### src/rtl/pswl_pkg.sv
package pswl_pkg;

  // Legal setting: main count at least 3 and swallow count below it.
  function automatic logic ratio_ok(input int unsigned n, input int unsigned a);
    return (n >= 32'd3) && (a < n);
  endfunction

  // Total input clocks per output period.
  function automatic int unsigned total_ratio(input int unsigned m,
                                              input int unsigned n,
                                              input int unsigned a);
    return m * n + a;
  endfunction

endpackage

### src/rtl/pswl_cfg.sv
module pswl_cfg #(
  parameter int N_W = 11,
  parameter int A_W = 7
) (
  input  logic           clk,
  input  logic           rst_n,
  input  logic           load,
  input  logic [N_W-1:0] n_in,
  input  logic [A_W-1:0] a_in,
  input  logic           sel_in,
  input  logic           take,
  output logic [N_W-1:0] sh_n,
  output logic [A_W-1:0] sh_a,
  output logic           sh_sel,
  output logic [N_W-1:0] act_n,
  output logic [A_W-1:0] act_a,
  output logic           act_sel
);

  // Holding stage written by the strobe.
  always_ff @(posedge clk or negedge rst_n) begin
    if (!rst_n) begin
      sh_n   <= '0;
      sh_a   <= '0;
      sh_sel <= 1'b1;
    end else if (load) begin
      sh_n   <= n_in;
      sh_a   <= a_in;
      sh_sel <= sel_in;
    end
  end

  // Active stage, moved only at a boundary or while held.
  always_ff @(posedge clk or negedge rst_n) begin
    if (!rst_n) begin
      act_n   <= '0;
      act_a   <= '0;
      act_sel <= 1'b1;
    end else if (take) begin
      act_n   <= sh_n;
      act_a   <= sh_a;
      act_sel <= sh_sel;
    end
  end

endmodule

### src/rtl/pswl_prescaler.sv
module pswl_prescaler #(
  parameter int P_LO = 8,
  parameter int P_HI = 16
) (
  input  logic clk,
  input  logic rst_n,
  input  logic clr,
  input  logic sel,
  input  logic swallow,
  output logic pre_end
);

  localparam int PMAX = (P_HI > P_LO) ? P_HI : P_LO;
  localparam int CW   = $clog2(PMAX + 1);

  logic [CW-1:0] cnt;
  logic [CW-1:0] last;

  always_comb begin
    last    = (sel ? CW'(P_LO - 1) : CW'(P_HI - 1)) + CW'(swallow);
    pre_end = !clr && (cnt == last);
  end

  always_ff @(posedge clk or negedge rst_n) begin
    if (!rst_n)       cnt <= '0;
    else if (clr)     cnt <= '0;
    else if (pre_end) cnt <= '0;
    else              cnt <= cnt + CW'(1);
  end

endmodule

### src/rtl/pswl_counters.sv
module pswl_counters #(
  parameter int N_W = 11,
  parameter int A_W = 7
) (
  input  logic           clk,
  input  logic           rst_n,
  input  logic           clr,
  input  logic           pre_end,
  input  logic [N_W-1:0] ld_n,
  input  logic [A_W-1:0] ld_a,
  output logic           swallow_on,
  output logic           cyc_end
);

  logic [N_W-1:0] n_left;
  logic [A_W-1:0] a_left;

  assign swallow_on = (a_left != '0);
  assign cyc_end    = !clr && pre_end && (n_left == N_W'(1));

  always_ff @(posedge clk or negedge rst_n) begin
    if (!rst_n) begin
      n_left <= '0;
      a_left <= '0;
    end else if (clr || cyc_end) begin
      n_left <= ld_n;
      a_left <= ld_a;
    end else if (pre_end) begin
      n_left <= n_left - N_W'(1);
      if (swallow_on) a_left <= a_left - A_W'(1);
    end
  end

endmodule

### src/rtl/pswl_divider.sv
module pswl_divider #(
  parameter int P_LO = 8,
  parameter int P_HI = 16,
  parameter int N_W  = 11,
  parameter int A_W  = 7
) (
  input  logic           clk_in,
  input  logic           rst_n,
  input  logic           en,
  input  logic           mod_sel,
  input  logic [N_W-1:0] n_val,
  input  logic [A_W-1:0] a_val,
  input  logic           load,
  output logic           div_out,
  output logic           cfg_err
);
  import pswl_pkg::*;

  logic [N_W-1:0] sh_n, act_n;
  logic [A_W-1:0] sh_a, act_a;
  logic           sh_sel, act_sel;
  logic           hold, take, pre_end, swallow_on, cyc_end;

  assign cfg_err = !ratio_ok(32'(act_n), 32'(act_a));
  assign hold    = !en || cfg_err;
  assign take    = hold || cyc_end;

  pswl_cfg #(.N_W(N_W), .A_W(A_W)) u_cfg (
    .clk(clk_in), .rst_n(rst_n), .load(load),
    .n_in(n_val), .a_in(a_val), .sel_in(mod_sel), .take(take),
    .sh_n(sh_n), .sh_a(sh_a), .sh_sel(sh_sel),
    .act_n(act_n), .act_a(act_a), .act_sel(act_sel)
  );

  pswl_prescaler #(.P_LO(P_LO), .P_HI(P_HI)) u_pre (
    .clk(clk_in), .rst_n(rst_n), .clr(hold), .sel(act_sel),
    .swallow(swallow_on), .pre_end(pre_end)
  );

  pswl_counters #(.N_W(N_W), .A_W(A_W)) u_cnt (
    .clk(clk_in), .rst_n(rst_n), .clr(hold), .pre_end(pre_end),
    .ld_n(sh_n), .ld_a(sh_a), .swallow_on(swallow_on), .cyc_end(cyc_end)
  );

  always_ff @(posedge clk_in or negedge rst_n) begin
    if (!rst_n) div_out <= 1'b0;
    else        div_out <= cyc_end;
  end

endmodule

### config.mk
export PLATFORM = sky130hd
export DESIGN_NAME = pswl_divider
export DESIGN_NICKNAME = d
export VERILOG_FILES = /design/src/rtl/pswl_pkg.sv /design/src/rtl/pswl_cfg.sv /design/src/rtl/pswl_prescaler.sv /design/src/rtl/pswl_counters.sv /design/src/rtl/pswl_divider.sv
export SDC_FILE = /design/constraint.sdc
export NUM_CORES = 1
export LEC_CHECK = 0
export ABC_AREA = 1
export ABC_CLOCK_PERIOD_IN_PS = 2550
export BUFFER_PORTS_ARGS = -buffer_cell sky130_fd_sc_hd__buf_2
export CORE_MARGIN = 1.5
export CORE_UTILIZATION = 30
export CTS_CLUSTER_SIZE = 40
export DETAILED_ROUTE_END_ITERATION = 6
export GPL_ROUTABILITY_DRIVEN = 0
export GPL_TIMING_DRIVEN = 0
export PLACE_DENSITY = 0.53
export SLEW_MARGIN = 20
export SYNTH_ARGS = -nofsm -noshare
export SYNTH_HDL_FRONTEND = slang
export SYNTH_SLANG_ARGS = --single-unit
export TNS_END_PERCENT = 5
### constraint.sdc
create_clock -name clk_in -period 2.55 [get_ports clk_in]
set_input_delay 0 -clock clk_in [delete_from_list [all_inputs] [get_ports clk_in]]
set_output_delay 0 -clock clk_in [all_outputs]
set_load 0.02 [all_outputs]
==> results of run 1 <==
critical path, delay by kind of cell (launching register included):
kind / cells / cell delay [ns]
flip-flops: 1 / 0.40
AND/OR/NAND/NOR: 9 / 1.13
XOR/XNOR: 1 / 0.16
adder cells (fa/ha/maj): 2 / 0.37
buffers and inverters: 3 / 0.27
repair_timing:
item | 4_1_cts | 5_1_grt
endpoints found under the hold margin | 79 | 0
gates cloned | 0 | 1
setup endpoints to repair | 5 | 32
resized for setup | 1 | 11
setup buffers | 0 | 6
pin swaps | 0 | 4
hold buffers | 20 | 0
kinds of logic after synthesis:
kind of cell | Yosys count | share of synthesized area
multiplexers | 19 | 0.06615
flip-flops | 62 | 0.4805
AND/OR/NAND/NOR | 208 | 0.2843
adder cells (fa/ha/maj) | 11 | 0.04255
AO/OA/AOI/OAI | 12 | 0.01857
buffers and inverters | 42 | 0.06189
XOR/XNOR | 17 | 0.04603
power breakdown:
| group | internal [mW] | switching, mW | leakage [nW] |
|---|---|---|---|
| registers | 1.24 | 0.226 | 0.756 |
| logic | 0.631 | 0.807 | 1.21 |
| clock network | 0.575 | 0.382 | 0.110 |
| total | 2.44 | 1.42 | 2.08 |
flip-flops by register name, indices dropped and copies added (netlist names):
name and cells:
u_cfg.act_n 11, u_cfg.sh_n 11, u_cnt.n_left 11, u_cfg.act_a 7, u_cfg.sh_a 7, u_cnt.a_left 7
u_pre.cnt 5, div_out 1, u_cfg.act_sel 1, u_cfg.sh_sel 1
through the flow:
step	setup TNS, ns	util	power, mW	instances	hold slack [ns]
floorplan	0	-	2.449	371	-0.2956
global placement	0	0.3394	2.739	530	0.2337
detailed placement	-0.05428	0.3416	2.775	531	-0.07273
CTS	0	0.3819	3.776	567	0.08833
global route	0	0.3961	4.178	574	0.1156
finish	0	0.3961	3.860	574	0.09426
cells in the final DEF (no fill, tap or decap), types with 3 or more instances in the layout:
cell type      netlist  layout
a21oi_1              3       3
buf_12               1       4
buf_2                6      27
buf_4                3       6
clkbuf_1             1       3
clkbuf_8             0      10
dfrtp_1             60      60
dlygate4sd3_1        0      20
ha_1                11       9
inv_1               28      27
mux2_2              19      19
nand2_1            124     123
nand2_2             14      15
nand3_1             33      33
nand3b_1             3       3
nor2_1              24      23
nor3_1               4       4
o21ai_0              9       9
xnor2_1              5       5
xor2_1              12      12
cell type report:
| type | instances | area share |
|---|---|---|
| clock buffer | 12 | 0.03533 |
| buffer | 12 | 0.02467 |
| inverter | 30 | 0.02802 |
| timing repair buffer | 51 | 0.1054 |
| tap | 136 | 0.04143 |
| clock inverter | 4 | 0.01706 |
| multi-input combinational | 267 | 0.3698 |
| sequential | 62 | 0.3783 |
path summary, 6_finish.rpt:
path,cells past startpoint,slack [ns],to,startpoint
worst max-delay path,15,0.16,u_cnt.a_left[4],u_cnt.a_left[1]
worst min register to register,1,0.49,u_pre.cnt[0],u_pre.cnt[0]
worst min-delay path,2,0.09,u_cfg.sh_n[6],rst_n
max in group asynchronous,3,1.87,u_cfg.act_sel,rst_n
worst max register to register,15,0.16,u_cnt.a_left[4],u_cnt.a_left[1]
min in group clk_in,6,0.20,u_cfg.act_n[9],en
layer usage:
layer / routed length [um] / global-route usage
met3: 238 / 0.03161
met1: 3492 / 0.1746
met5: 0 / 0
met4: 174 / 0.06381
met2: 3397 / 0.2248
==> metrics, run 1 <==
Layout Nets=between 400 and 500; Hold Vio Cnt, Final=0; Avg WL per Cell=approximately 13 um; Die X=roughly 110 um; via density per instance=between 4 and 5; placed cell area=around 0.0035 sq mm; Fillers=about 1100; Post-synth EDFFs=0; Synth top area share=0.4642; worst ir drop on vdd=approximately 0.29 mV; Core Region=0.01037 sq mm; largest net degree at the start of global routing=39; row count=37; Worst EP required=around 2.8 ns; critical path class=reg -> reg; Seq/Total Area, Yosys=0.4805; vias in the first global route=approximately 2600; vias=between 2000 and 3000; first-pass GRT wire length=between 10000 and 15000 um; Worst path most repeated cell=nand2_1; synth cell count leaders=124 x nand2_1, 60 x dfrtp_1, 33 x nand3_1; Root Driver=clkbuf_8; slew margin rel.=0.5756; TritonCTS clock tree=built; CTS clk-pin slew, worst paths=0.07 ns; H-tree depth=3; share of cells above drive strength 1=0.2352; Slew Limit Fails=0; top-count cell post-synth=nand2_1; clock skew=0.007333 ns; clk buf depth=2; Congestion Overflow GR=0; DRT antenna net count=0; FF+latch area=roughly 0.0016 sq mm; Pwr Density=between 900 and 1000 mW/mm^2; CP Cell Sequence=inv_1 -> ha_4 -> inv_1 -> nor3_4 -> nand2_2 -> ha_4 -> xor2_1 -> nor2_2 -> nand3_4 -> nand2_8 -> buf_12 -> nand2_1 -> nand2_1 -> nand2_1 -> nand2_1; CP max-delay cell=dfrtp_1; Hold Path Class=in -> async; Tcrit/Tclk final=0.9367; Num CTS Buffers=9; Yosys warning total=0; f_max=418.6 MHz; crit path launch type=register; CP endpoint kind=register; Post-Syn Area per Cell=around 8.7 sq um; diode count=0; Synth cell types=27; Die ar.=between 0.01 and 0.015 sq mm; Port Buffers=23; Initial Utilization=0.3119; Max FO, Critical Path=6; Setup Slack @ Placement=-0.01851 ns; fin worst setup slack=0.1613 ns; ranking of synthesized cells by area=dfrtp_1 46%, nand2_1 14%, mux2_2 6.6%; Yosys reg bits=between 60 and 70; status=complete, no violations; final instance area=approximately 0.004 sq mm; antenna violations before repair=0; Leakage=about 2.1 nW; biggest area consumer among synthesized cells=dfrtp_1; crit path time final=between 2 and 2.5 ns; max-cap viol count=0; P&R area growth vs syn=27.00%; drt first pass iters=4; CTS Sinks=between 60 and 70; slowest stage delay, CP=0.40 ns; Total Wirelength=between 7000 and 8000 um; worst-skew pair later-pin latency=0.35 ns; DP Wirelength=between 5000 and 6000 um; area of the multi-input gates=0.001519 sq mm; Critical Path AT=2.68 ns; Slew @ Worst Pin=0.6366 ns; final number of setup-violating endpoints=0; synthesized net count=about 400; DRT iter0 DRCs=around 120; # IOs=25; RSZ-0062 raised after global routing=no; DRC viols=0; DIE HEIGHT=between 100 and 150 um; Cells after Synth=~370; GRT Overall Usage=0.1383; Post-synth top flop=dfrtp_1; asr flop ratio synth=1.000; Mapped Area=0.003234 sq mm
No activity file was read; power rests on OpenSTA's default activity.
==> run 2: changes to the inputs <==
- REMOVE_ABC_BUFFERS: not set -> 1
==> metrics, run 2 (synthesis gave the netlist of run 1 again) <==
clk buf depth=2; Max FO, Critical Path=7; Num CTS Buffers=9; GRT Overall Usage=0.1465; CP max-delay cell=dfrtp_1; H-tree depth=3; share of cells above drive strength 1=0.2641; final number of setup-violating endpoints=0; drt first pass iters=4; Slew @ Worst Pin=roughly 0.79 ns; CTS Sinks=slightly above 60; utilization after layout=0.4036; CTS clk-pin slew, worst paths=0.07 ns; f_max=413.1 MHz; crit path launch type=register; slowest stage delay, CP=approximately 0.4 ns; P&R area growth vs syn=29.40%; Congestion Overflow GR=0; WHS=0.1320 ns; max-cap viol count=0; row count=37; vias=roughly 2600; critical path class=reg -> reg; DIE HEIGHT=106.8 um; crit path time final=between 2 and 2.5 ns; DRC viols=0; commonest non-fill, non-tap cell in the layout=nand2_1; Leakage=approximately 2.1 nW; Hold Path Class=in -> async; DP Wirelength=approximately 4400 um; Worst EP required=2.79 ns; Die X=roughly 110 um; Hold Vio Cnt, Final=0; Port Buffers=24; Worst path most repeated cell=nand2_1; TritonCTS clock tree=built; CP Cell Sequence=inv_2 -> ha_4 -> inv_4 -> nor3_4 -> nand2_2 -> ha_4 -> xor2_2 -> nor2_4 -> nand3_4 -> buf_12 -> buf_6 -> nand3_1 -> nand2_1 -> nand2_1 -> nand2_1; worst ir drop on vdd=0.2793 mV; Slew Limit Fails=0; Layout Nets=472; Pwr Density=~900 mW/mm^2; Root Driver=clkbuf_8; Avg WL per Cell=between 10 and 15 um; Total Wirelength=7661 um; largest net degree at the start of global routing=33; first-pass GRT wire length=roughly 13000 um; worst-skew pair later-pin latency=around 0.35 ns; status=complete, no violations; DRT antenna net count=0; Core Region=between 0.01 and 0.015 sq mm; vias in the first global route=2535; Largest regs=u_cfg.act_n (11), u_cfg.sh_n (11), u_cnt.n_left (11); Initial Utilization=0.3119; Die ar.=0.01141 sq mm; antenna violations before repair=0; Tcrit/Tclk final=0.9492; via density per instance=between 4 and 5; largest delay contributor family on the critical path=simple AND/OR/NAND/NOR gates; diode count=0; Buf/Inv on CP=4; slew margin rel.=0.4706; # IOs=25; CP endpoint kind=register; DRT iter0 DRCs=112; Critical Path AT=approximately 2.7 ns; clock skew=0.006631 ns; most frequent cells in the layout=124 x nand2_1, 60 x dfrtp_1, 28 x nand3_1
run 2: final cells by class:
type	count	area [sq um]
fill	1038	6185
multi-input combinational	271	1623
sequential	62	1554
timing repair buffer	64	534.3
tap	136	170.2
clock buffer	13	168.9
inverter	30	117.6
clock inverter	3	17.52
run 2: through the flow:
stage / setup slack, ns / instance area (sq um) / setup TNS, ns / power, mW / std cells
2_1_floorplan: 0.06250 / 3147 / 0 / 2.407 / 359
4_1_cts: 0.02798 / 4009 / 0 / 3.677 / 571
5_1_grt: -0.01298 / 4185 / -0.02447 / 4.126 / 579
6_report: 0.1295 / 4185 / 0 / 3.781 / 579
3_3_place_gp: -0.4749 / 3437 / -12.84 / 2.668 / 519
3_5_place_dp: -0.4689 / 3460 / -13.15 / 2.699 / 520
run 2: final timing paths:
check                                 from         endpoint  slack [ns]  depth (start not counted)
max                        u_cnt.a_left[1]  u_cnt.a_left[4]        0.13                         15
min                                  rst_n    u_cfg.sh_n[7]        0.13                          2
max reg2reg                u_cnt.a_left[1]  u_cnt.a_left[4]        0.13                         15
min reg2reg                   u_pre.cnt[0]     u_pre.cnt[0]        0.49                          1
max in group asynchronous            rst_n     u_cfg.sh_sel        1.83                          3
min in group clk_in                   load    u_cfg.sh_n[9]        0.23                          2
run 2: where the power goes:
| group | leakage (nW) | total, mW | internal (mW) | switching (mW) |
|---|---|---|---|---|
| logic | 1.24 | 1.51 | 0.646 | 0.865 |
| clock network | 0.0954 | 0.809 | 0.429 | 0.379 |
| registers | 0.756 | 1.46 | 1.24 | 0.222 |
run 2: layer usage:
layer	GRT usage	vias to the layer above	part of all wire
met2	0.2349	36	0.47
met1	0.1901	1228	0.48
li1	-	1316	-
met5	0	-	0
met4	0.06190	0	0.019
met3	0.03283	14	0.028
run 2: repair_timing:
action                     in CTS  in global routing
buffers inserted               11                  7
hold buffers                   20                  0
pin swaps                       5                 11
hold endpoints to repair       79                  0
cloned                          4                  1
setup endpoints to repair      42                 37
gates resized for setup         5                 20
==> run 3: changes to the inputs <==
- CORE_UTILIZATION: 30 -> 52
- PLACE_DENSITY: 0.53 -> 0.78
==> metrics, run 3 (synthesis gave the netlist of run 1 again) <==
status=complete, no violations; Leakage=just over 2 nW; Buf/Inv on CP=3; Worst path most repeated cell=nand2_1; largest delay contributor family on the critical path=simple AND/OR/NAND/NOR gates; f_max=399.5 MHz; DRC viols=0; vias=about 2700; P&R area growth vs syn=24.18%; TritonCTS clock tree=built; vias in the first global route=roughly 2500; slowest stage delay, CP=0.38 ns; DP Wirelength=~4000 um; Largest regs=u_cfg.act_n (11), u_cfg.sh_n (11), u_cnt.n_left (11); CTS Sinks=between 60 and 70; worst-skew pair later-pin latency=0.36 ns; Die ar.=roughly 0.0067 sq mm; H-tree depth=3; Layout Nets=around 470; Total Wirelength=7444 um; DRT iter0 DRCs=216; Seq pwr share=0.395; largest net degree at the start of global routing=63; Hold Path Class=in -> reg; RSZ-0062 raised after global routing=yes; crit path launch type=register; DRT antenna net count=0; GRT Overall Usage=0.2287; Pwr Density=930.2 mW/mm^2; CP endpoint kind=register; fin worst setup slack=~0.047 ns; CP max-delay cell=dfrtp_1; logic gate share of total power=0.397; Die X=about 80 um; final instance area=~0.004 sq mm; Slew Limit Fails=0; Worst EP required=between 2 and 3 ns; crit path time final=approximately 2.5 ns; final number of setup-violating endpoints=0; CP Cell Sequence=inv_2 -> ha_4 -> inv_2 -> nor3_4 -> nand2_2 -> ha_4 -> xor2_1 -> nor2_2 -> nand3_4 -> buf_6 -> nand3_1 -> nand2_1 -> nand2_1 -> nand2_1; Root Driver=clkbuf_8; CTS clk-pin slew, worst paths=roughly 0.07 ns; antenna violations before repair=0; internal power=~2.3 mW; clock skew=about 0.0094 ns; placed cell area=0.003363 sq mm; Core Region=between 0.005 and 0.006 sq mm; Pwr Total=approximately 3.7 mW; Placed Cells=roughly 460; Tcrit/Tclk final=0.9815; sw power=roughly 1.5 mW; via density per instance=between 5 and 6; Initial Utilization=0.5431; max-cap viol count=0; slew margin rel.=0.4900; Port Buffers=24; most frequent cells in the layout=124 x nand2_1, 60 x dfrtp_1, 31 x nand3_1; Avg WL per Cell=approximately 15 um; DIE HEIGHT=around 82 um; worst ir drop on vdd=around 0.6 mV; critical path class=reg -> reg; diode count=0; Slew @ Worst Pin=between 0.7 and 0.8 ns; Max FO, Critical Path=7; Num CTS Buffers=9; share of cells above drive strength 1=0.2489; Hold Vio Cnt, Final=0; Fillers=about 460; Critical Path AT=roughly 2.8 ns; cell depth of the worst setup path=14; Sw Ratio=0.3965; cells on worst reg2reg path=14; non-filler cells in the finished layout=roughly 500; clk buf depth=2; first-pass GRT wire length=about 11000 um; clock share of power=0.208; # IOs=25; Congestion Overflow GR=0; Setup Slack @ Placement=-0.4332 ns; commonest non-fill, non-tap cell in the layout=nand2_1; cell depth of the worst hold path=5; drt first pass iters=5; row count=28
[run 3: tightest hold or removal path, stage by stage]
cell	delay, ns
buf_2	0.10
inv_1	0.14
nor2_2	0.18
inv_1	0.08
nor2_1	0.04
[run 3: layout make-up]
| type | count | area, sq um | share of cell area |
|---|---|---|---|
| flip-flops and latches | 62 | 1554 | 0.3869 |
| inverters | 30 | 115.1 | 0.02866 |
| repair buffers | 60 | 496.7 | 0.1237 |
| well taps | 75 | 93.84 | 0.02336 |
| clock buffers | 11 | 151.4 | 0.03769 |
| clock inverters | 4 | 22.52 | 0.005607 |
| multi-input cells | 271 | 1583 | 0.3941 |
[run 3: worst paths after layout]
kind                                        from                to  slack (ns)
worst min register to register  u_cnt.n_left[10]  u_cnt.n_left[10]        0.49
worst max register to register   u_cnt.a_left[0]   u_cnt.a_left[0]        0.05
worst max-delay path             u_cnt.a_left[0]   u_cnt.a_left[0]        0.05
worst min-delay path                          en           div_out        0.22
min in group asynchronous                  rst_n     u_cfg.sh_n[8]        0.26
max in group asynchronous                  rst_n     u_cfg.sh_a[1]        1.78
[run 3: power by group through the flow]
stage               clock (mW)  sequential, mW  combinational [mW]
global placement             0            1.46                1.17
detailed placement           0            1.47                1.22
global route             0.835            1.51                1.68
finish                   0.777            1.47                1.48
floorplan                    0            1.42               0.983
CTS                      0.789            1.46                1.33
[run 3: repair_timing]
action,CTS,global route
cloned,2,3
resized for setup,4,13
pin swaps,3,6
endpoints found under the hold margin,79,0
setup buffers,5,10
setup endpoints to repair,37,30
hold buffers,20,0
[run 3: per-stage QoR]
| stage | hold slack [ns] | TNS [ns] | util |
|---|---|---|---|
| floorplan | -0.2956 | 0 | - |
| finish | 0.2185 | 0 | 0.6744 |
| CTS | 0.1905 | -0.01442 | 0.6405 |
| global placement | 0.2317 | -8.946 | 0.5643 |
| global route | 0.2439 | -1.551 | 0.6744 |
| detailed placement | 0.1288 | -11.06 | 0.5647 |
[run 3: layer usage]
layer / vias to the layer above / GRT usage / routed length [um]
li1: 1305 / - / -
met1: 1281 / 0.2736 / 3218
met2: 90 / 0.3779 / 3531
met3: 30 / 0.05667 / 395
met4: 0 / 0.1220 / 298
met5: - / 0 / 0
